`config.mk`:
```
export PLATFORM = sky130hd
export DESIGN_NAME = outer_level_servo
export DESIGN_NICKNAME = d
export VERILOG_FILES = /design/src/rtl/oc_pkg.sv /design/src/rtl/oc_lane_counter.sv /design/src/rtl/oc_window_timer.sv /design/src/rtl/oc_servo.sv /design/src/rtl/outer_level_servo.sv
export SDC_FILE = /design/constraint.sdc
export NUM_CORES = 1
export LEC_CHECK = 0
export BUFFER_PORTS_ARGS = -buffer_cell sky130_fd_sc_hd__buf_2
export CAP_MARGIN = 5
export CORE_MARGIN = 2
export CORE_UTILIZATION = 45
export DETAILED_ROUTE_END_ITERATION = 8
export SYNTH_ARGS = -nofsm -noshare
export SYNTH_HDL_FRONTEND = slang
export SYNTH_HIERARCHICAL = 1
export SYNTH_SLANG_ARGS = --single-unit
```
`constraint.sdc`:
```
create_clock -name clk -period 5.22 [get_ports clk]
set_input_delay 0.261 -clock clk [delete_from_list [all_inputs] [get_ports clk]]
set_output_delay 0.261 -clock clk [all_outputs]
set_load 0.01 [all_outputs]
```
`src/rtl/oc_pkg.sv`:
```
package oc_pkg;
  typedef enum logic [1:0] {
    SC_INNER = 2'b00,
    SC_POS   = 2'b01,
    SC_NEG   = 2'b10,
    SC_SPARE = 2'b11
  } samp_code_t;
endpackage

```
`src/rtl/oc_lane_counter.sv`:
```
module oc_lane_counter #(
  parameter int CNT_W = 8
) (
  input  logic             clk,
  input  logic             rst,
  input  logic             clr,
  input  logic             restart,
  input  logic             hit,
  output logic [CNT_W-1:0] count
);
  always_ff @(posedge clk) begin
    if (rst || clr) begin
      count <= '0;
    end else if (restart) begin
      count <= {{(CNT_W-1){1'b0}}, hit};
    end else if (hit) begin
      count <= count + 1'b1;
    end
  end
endmodule

```
`src/rtl/oc_window_timer.sv`:
```
module oc_window_timer #(
  parameter int CNT_W = 8
) (
  input  logic clk,
  input  logic rst,
  input  logic clr,
  input  logic en,
  output logic msb,
  output logic upd
);
  logic [CNT_W-1:0] cnt;
  logic             tick;

  assign tick = en && (cnt[CNT_W-2:0] == {(CNT_W-1){1'b1}});
  assign msb  = cnt[CNT_W-1];

  always_ff @(posedge clk) begin
    if (rst || clr) begin
      cnt <= '0;
      upd <= 1'b0;
    end else begin
      if (en) cnt <= cnt + 1'b1;
      upd <= tick;
    end
  end
endmodule

```
`src/rtl/oc_servo.sv`:
```
module oc_servo #(
  parameter int THR_W    = 8,
  parameter int SUM_W    = 10,
  parameter int THR_INIT = 128,
  parameter int TGT      = 138,
  parameter int DEADBAND = 4
) (
  input  logic             clk,
  input  logic             rst,
  input  logic             upd,
  input  logic [SUM_W-1:0] outer_sum,
  output logic [THR_W-1:0] thr,
  output logic             in_band
);
  localparam int HI_I = TGT + DEADBAND;
  localparam int LO_I = (TGT > DEADBAND) ? (TGT - DEADBAND) : 0;
  localparam logic [SUM_W+1:0] HI = (SUM_W+2)'(HI_I);
  localparam logic [SUM_W+1:0] LO = (SUM_W+2)'(LO_I);
  localparam logic [THR_W-1:0] TMAX   = {THR_W{1'b1}};
  localparam logic [THR_W-1:0] INIT_W = THR_W'(THR_INIT);

  logic [SUM_W+1:0] sum_x;
  assign sum_x = {2'b00, outer_sum};

  always_ff @(posedge clk) begin
    if (rst) begin
      thr     <= INIT_W;
      in_band <= 1'b0;
    end else if (upd) begin
      if (sum_x > HI) begin
        if (thr != TMAX) thr <= thr + 1'b1;
        in_band <= 1'b0;
      end else if (sum_x < LO) begin
        if (thr != '0) thr <= thr - 1'b1;
        in_band <= 1'b0;
      end else begin
        in_band <= 1'b1;
      end
    end
  end
endmodule

```
`src/rtl/outer_level_servo.sv`:
```
module outer_level_servo
  import oc_pkg::*;
#(
  parameter int LANES     = 4,
  parameter int CNT_W     = 8,
  parameter int THR_W     = 8,
  parameter int THR_INIT  = 128,
  parameter int TARGET_Q8 = 138,
  parameter int DEADBAND  = 4
) (
  input  logic               clk,
  input  logic               rst,
  input  logic               cnt_clr,
  input  logic               en,
  input  logic [2*LANES-1:0] codes,
  output logic [LANES-1:0]   pos_msb,
  output logic [LANES-1:0]   neg_msb,
  output logic               clk_msb,
  output logic [THR_W-1:0]   thr_pos,
  output logic [THR_W-1:0]   thr_neg,
  output logic               win_done,
  output logic               pos_in_band,
  output logic               neg_in_band
);
  localparam int WIN   = 2 ** (CNT_W - 1);
  localparam int TOTAL = WIN * LANES;
  localparam int SUM_W = CNT_W + $clog2(LANES);
  localparam int TGT   = (TARGET_Q8 * TOTAL) / 512;

  logic             upd_pend;
  logic             upd_go;
  logic [CNT_W-1:0] pcnt [LANES];
  logic [CNT_W-1:0] ncnt [LANES];
  logic [SUM_W-1:0] psum;
  logic [SUM_W-1:0] nsum;

  assign upd_go = upd_pend && !cnt_clr;

  oc_window_timer #(.CNT_W(CNT_W)) u_timer (
    .clk(clk), .rst(rst), .clr(cnt_clr), .en(en),
    .msb(clk_msb), .upd(upd_pend)
  );

  for (genvar l = 0; l < LANES; l++) begin : g_lane
    logic hit_p, hit_n;
    assign hit_p = en && (codes[2*l +: 2] == SC_POS);
    assign hit_n = en && (codes[2*l +: 2] == SC_NEG);

    oc_lane_counter #(.CNT_W(CNT_W)) u_pos (
      .clk(clk), .rst(rst), .clr(cnt_clr), .restart(upd_pend),
      .hit(hit_p), .count(pcnt[l])
    );
    oc_lane_counter #(.CNT_W(CNT_W)) u_neg (
      .clk(clk), .rst(rst), .clr(cnt_clr), .restart(upd_pend),
      .hit(hit_n), .count(ncnt[l])
    );
    assign pos_msb[l] = pcnt[l][CNT_W-1];
    assign neg_msb[l] = ncnt[l][CNT_W-1];
  end

  always_comb begin
    psum = '0;
    nsum = '0;
    for (int l = 0; l < LANES; l++) begin
      psum = psum + SUM_W'(pcnt[l]);
      nsum = nsum + SUM_W'(ncnt[l]);
    end
  end

  oc_servo #(
    .THR_W(THR_W), .SUM_W(SUM_W), .THR_INIT(THR_INIT),
    .TGT(TGT), .DEADBAND(DEADBAND)
  ) u_srv_pos (
    .clk(clk), .rst(rst), .upd(upd_go), .outer_sum(psum),
    .thr(thr_pos), .in_band(pos_in_band)
  );

  oc_servo #(
    .THR_W(THR_W), .SUM_W(SUM_W), .THR_INIT(THR_INIT),
    .TGT(TGT), .DEADBAND(DEADBAND)
  ) u_srv_neg (
    .clk(clk), .rst(rst), .upd(upd_go), .outer_sum(nsum),
    .thr(thr_neg), .in_band(neg_in_band)
  );

  always_ff @(posedge clk) begin
    if (rst) win_done <= 1'b0;
    else     win_done <= upd_go;
  end
endmodule

```
==> results by group <==
Final layout
  – Nets: roughly 830
  – Register area: 0.00184 mm²
  – Cell area after layout: roughly 0.007 mm²
  – Layout cells sized above 1: 13.2%
  – Multi-input gate area: 0.00408 mm²
  – Fill count: 1,315
  – N_diodes: 0
  – Synthesis-to-finish area growth: 9.11%

Logic synthesis
  – Post-Synthesis Cells: 716
  – Synth warn: 6
  – Cell variety after synth: 52
  – Syn Area/Cell: 8.92 µm²
  – Post-synth ARST share: 0%
  – Register area share after synthesis: 28.8%
  – Netlist Area Pre-Place: 0.00639 mm²
  – Post-synthesis net count: 801
  – Seq cells post-synth: 92
  – Predominant post-synthesis flop cell: dfxtp_1
  – Number of synthesized flops with an enable pin: 0

Global routing
  – Grt ovf: 0
  – Vias in the first global route: 4,756
  – Initial antenna violation count: 0
  – Global-route wire length before repair: 22.7 mm
  – Largest net degree at the start of global routing: between 40 and 50
  – Gr usage total: 18.9%

STA
  – Final setup viols: 0
  – RSZ-0062 raised after global routing: false
  – Crit path time final: roughly 4900 ps
  – Layout Skew: 9.42 ps
  – Final Hold Vio Count: 0
  – Max Fclk: 206 MHz
  – Final Slew Violations: 0
  – Worst slew margin: roughly a quarter
  – Worst-Margin Slew: 1110 ps
  – Fin crit share: roughly 93%
  – Setup TNS: 0 ps

Drt
  – Initial DRC Count: 227
  – Drt wl/cell: 14.2 µm
  – Initial DRT Pass Iterations: 5
  – Final ANT Viol Nets: 0
  – Via Count: 4,905
  – Via density: between 5 and 6
  – DRC: 0
  – Routed WL: 13.2 mm

Setup path
  – Reg2Reg Launch Point: g_lane[2].u_pos/count[2]$_SDFFE_PP0P_
  – CP Class: reg2reg
  – Required time worst endpoint: 5450 ps
  – Worst setup EP type: flop
  – Data arrival time of the worst path: between 5000 and 6000 ps
  – Crit start category: flop
  – R2R Setup Slk: 360 ps
  – Crit Path Max Fanout: 8
  – CP Launch Point: g_lane[2].u_pos/count[2]$_SDFFE_PP0P_

Clock tree
  – Max clock buf depth: 2
  – H-tree depth: 3
  – Clock slew at reported path FFs: 70 ps
  – CTS buffer count: 9
  – CTS tree: done
  – # hold bufs at CTS: 0
  – Post-CTS resize count: 0
  – Root buf cell: clkbuf_16
  – Clock tree sinks: 92
  – # Post-CTS Setup Buffers: 0
  – Worst skew pair latency: 350 ps

Die
  – IO Pins: 40
  – Row cnt: 43
  – DIE HEIGHT: 123 µm
  – Starting density of the core: 46.0%
  – Core Area: roughly 0.014 mm²
  – Die width: 123 µm
  – Die area: 0.0152 mm²

Placement
  – DP HPWL: 10.2 mm
  – Gpl congestion: 0.881
  – IO buf count: 39
  – Placed cell areas: ~0.0067 mm²

Pwr
  – VDD IR max: roughly 0.13 mV
  – Pwr/cell area: 198 mW/mm²
  – Leak: 2.90 nW

Hold path
  – Min-Delay Path Class: in2reg
  – Hold Crit Start: en

Run
  – Max-cap violations: 0

Run status
  – Status: complete, no violations
-- through the flow --
step                      util, %  worst slack (ps)  hold slack [ps]  power [mW]  cells
after detailed placement     48.1               242              460       0.769    916
after CTS                    50.1               216              328        1.41    932
final                        50.2               356              341        1.38    932
after global routing         50.2              11.5              363        1.45    932
after global placement       48.1               400              458       0.768    916
after floorplan                 -               641              333       0.757    716
-- logic make-up (layout without fill, tap and decap cells) --
kind of cell	Yosys count	in the layout	synth area share (%)
AND/OR/NAND/NOR	252	252	22.2
buffers and inverters	109	145	7.40
AO/OA/AOI/OAI	107	107	11.5
flip-flops	92	92	28.8
adder cells (fa/ha/maj)	73	73	18.3
XOR/XNOR	60	60	8.23
multiplexers	23	23	3.60
-- state kept, by name, indices dropped and copies added (netlist names) --
name	flops
u_srv_pos/thr	8
win_done	1
u_srv_pos/in_band	1
u_timer/upd	1
g_lane.u_neg/count	32
g_lane.u_pos/count	32
u_srv_neg/in_band	1
u_timer/cnt	8
u_srv_neg/thr	8
-- where the power goes --
part | internal, mW | leakage [nW] | switching [mW]
clock | 0.330 | 0.138 | 0.301
sequential | 0.704 | 0.742 | 0.00346
combinational | 0.0148 | 2.02 | 0.0304
total | 1.05 | 2.90 | 0.335
-- final timing paths --
kind | end | depth (start not counted)
worst max-delay path | u_srv_pos/thr[7]$_SDFFE_PP1P_ | 18
worst min-delay path | u_timer/upd$_SDFF_PP0_ | 3
worst max register to register | u_srv_pos/thr[7]$_SDFFE_PP1P_ | 18
worst min register to register | u_srv_pos/in_band$_SDFFE_PP0P_ | 2
-- synth_stat cells (all sizes together), types with 3 or more instances --
| cell | instances | area (µm²) |
|---|---|---|
| a21oi | 43 | 226 |
| and3b | 4 | 35.0 |
| buf | 11 | 105 |
| clkbuf | 9 | 33.8 |
| dfxtp | 92 | 1840 |
| fa | 34 | 681 |
| ha | 39 | 488 |
| inv | 89 | 334 |
| mux2i | 23 | 230 |
| nand2 | 50 | 190 |
| nand3 | 6 | 30.0 |
| nand4 | 36 | 332 |
| nor2 | 68 | 255 |
| nor2b | 15 | 96.3 |
| nor3 | 23 | 125 |
| nor4 | 12 | 100 |
| o211ai | 3 | 22.5 |
| o21a | 10 | 75.1 |
| o21ai | 27 | 158 |
| o31a | 8 | 70.1 |
| or3 | 28 | 175 |
| xnor2 | 23 | 201 |
| xor2 | 37 | 324 |
-- layer usage --
layer | track usage [%] | share of wire, %
met1 | 26.2 | 51
met2 | 30.0 | 45
met3 | 2.68 | 2.5
met4 | 7.17 | 1.9
met5 | 0 | 0
-- critical path, cell delays in order (launching register included) --
cell and delay [ps]:
dfxtp_1 430, inv_1 100, fa_1 490, fa_1 520, inv_1 70, fa_1 460, a21oi_1 220, o21ai_0 130
a21oi_1 220, o21ai_0 210, nor2_1 200, nand2_1 110, inv_2 150, ha_1 290, or3_1 380, o211ai_1 110
mux2i_1 260, nor3_1 60, or3b_1 340
-- final cells by class --
class | instances | share of cell area [%]
multi-input cells | 515 | 58.5
clock buffers | 9 | 3.23
well taps | 180 | 3.23
flip-flops and latches | 92 | 26.4
inverters | 89 | 4.79
repair buffers | 40 | 2.91
clock inverters | 7 | 0.844
-- placed cells by master, fill, tap and decap left out, types with 8 or more instances in the layout --
cell type | netlist | final
inv_1 | 88 | 87
ha_1 | 39 | 39
buf_2 | 0 | 39
or3_1 | 28 | 28
o21a_1 | 10 | 10
mux2i_1 | 23 | 23
o31a_1 | 8 | 8
o21ai_0 | 22 | 22
fa_1 | 34 | 34
xor2_1 | 37 | 37
nor4_1 | 8 | 8
nand4_2 | 17 | 17
a21oi_1 | 40 | 38
nand2_1 | 49 | 49
xnor2_1 | 23 | 23
nor2_1 | 68 | 68
clkbuf_16 | 0 | 9
nor3_1 | 21 | 21
nor2b_1 | 14 | 14
nand4_1 | 19 | 19
dfxtp_1 | 92 | 91
(Power assumes the default switching activity.)
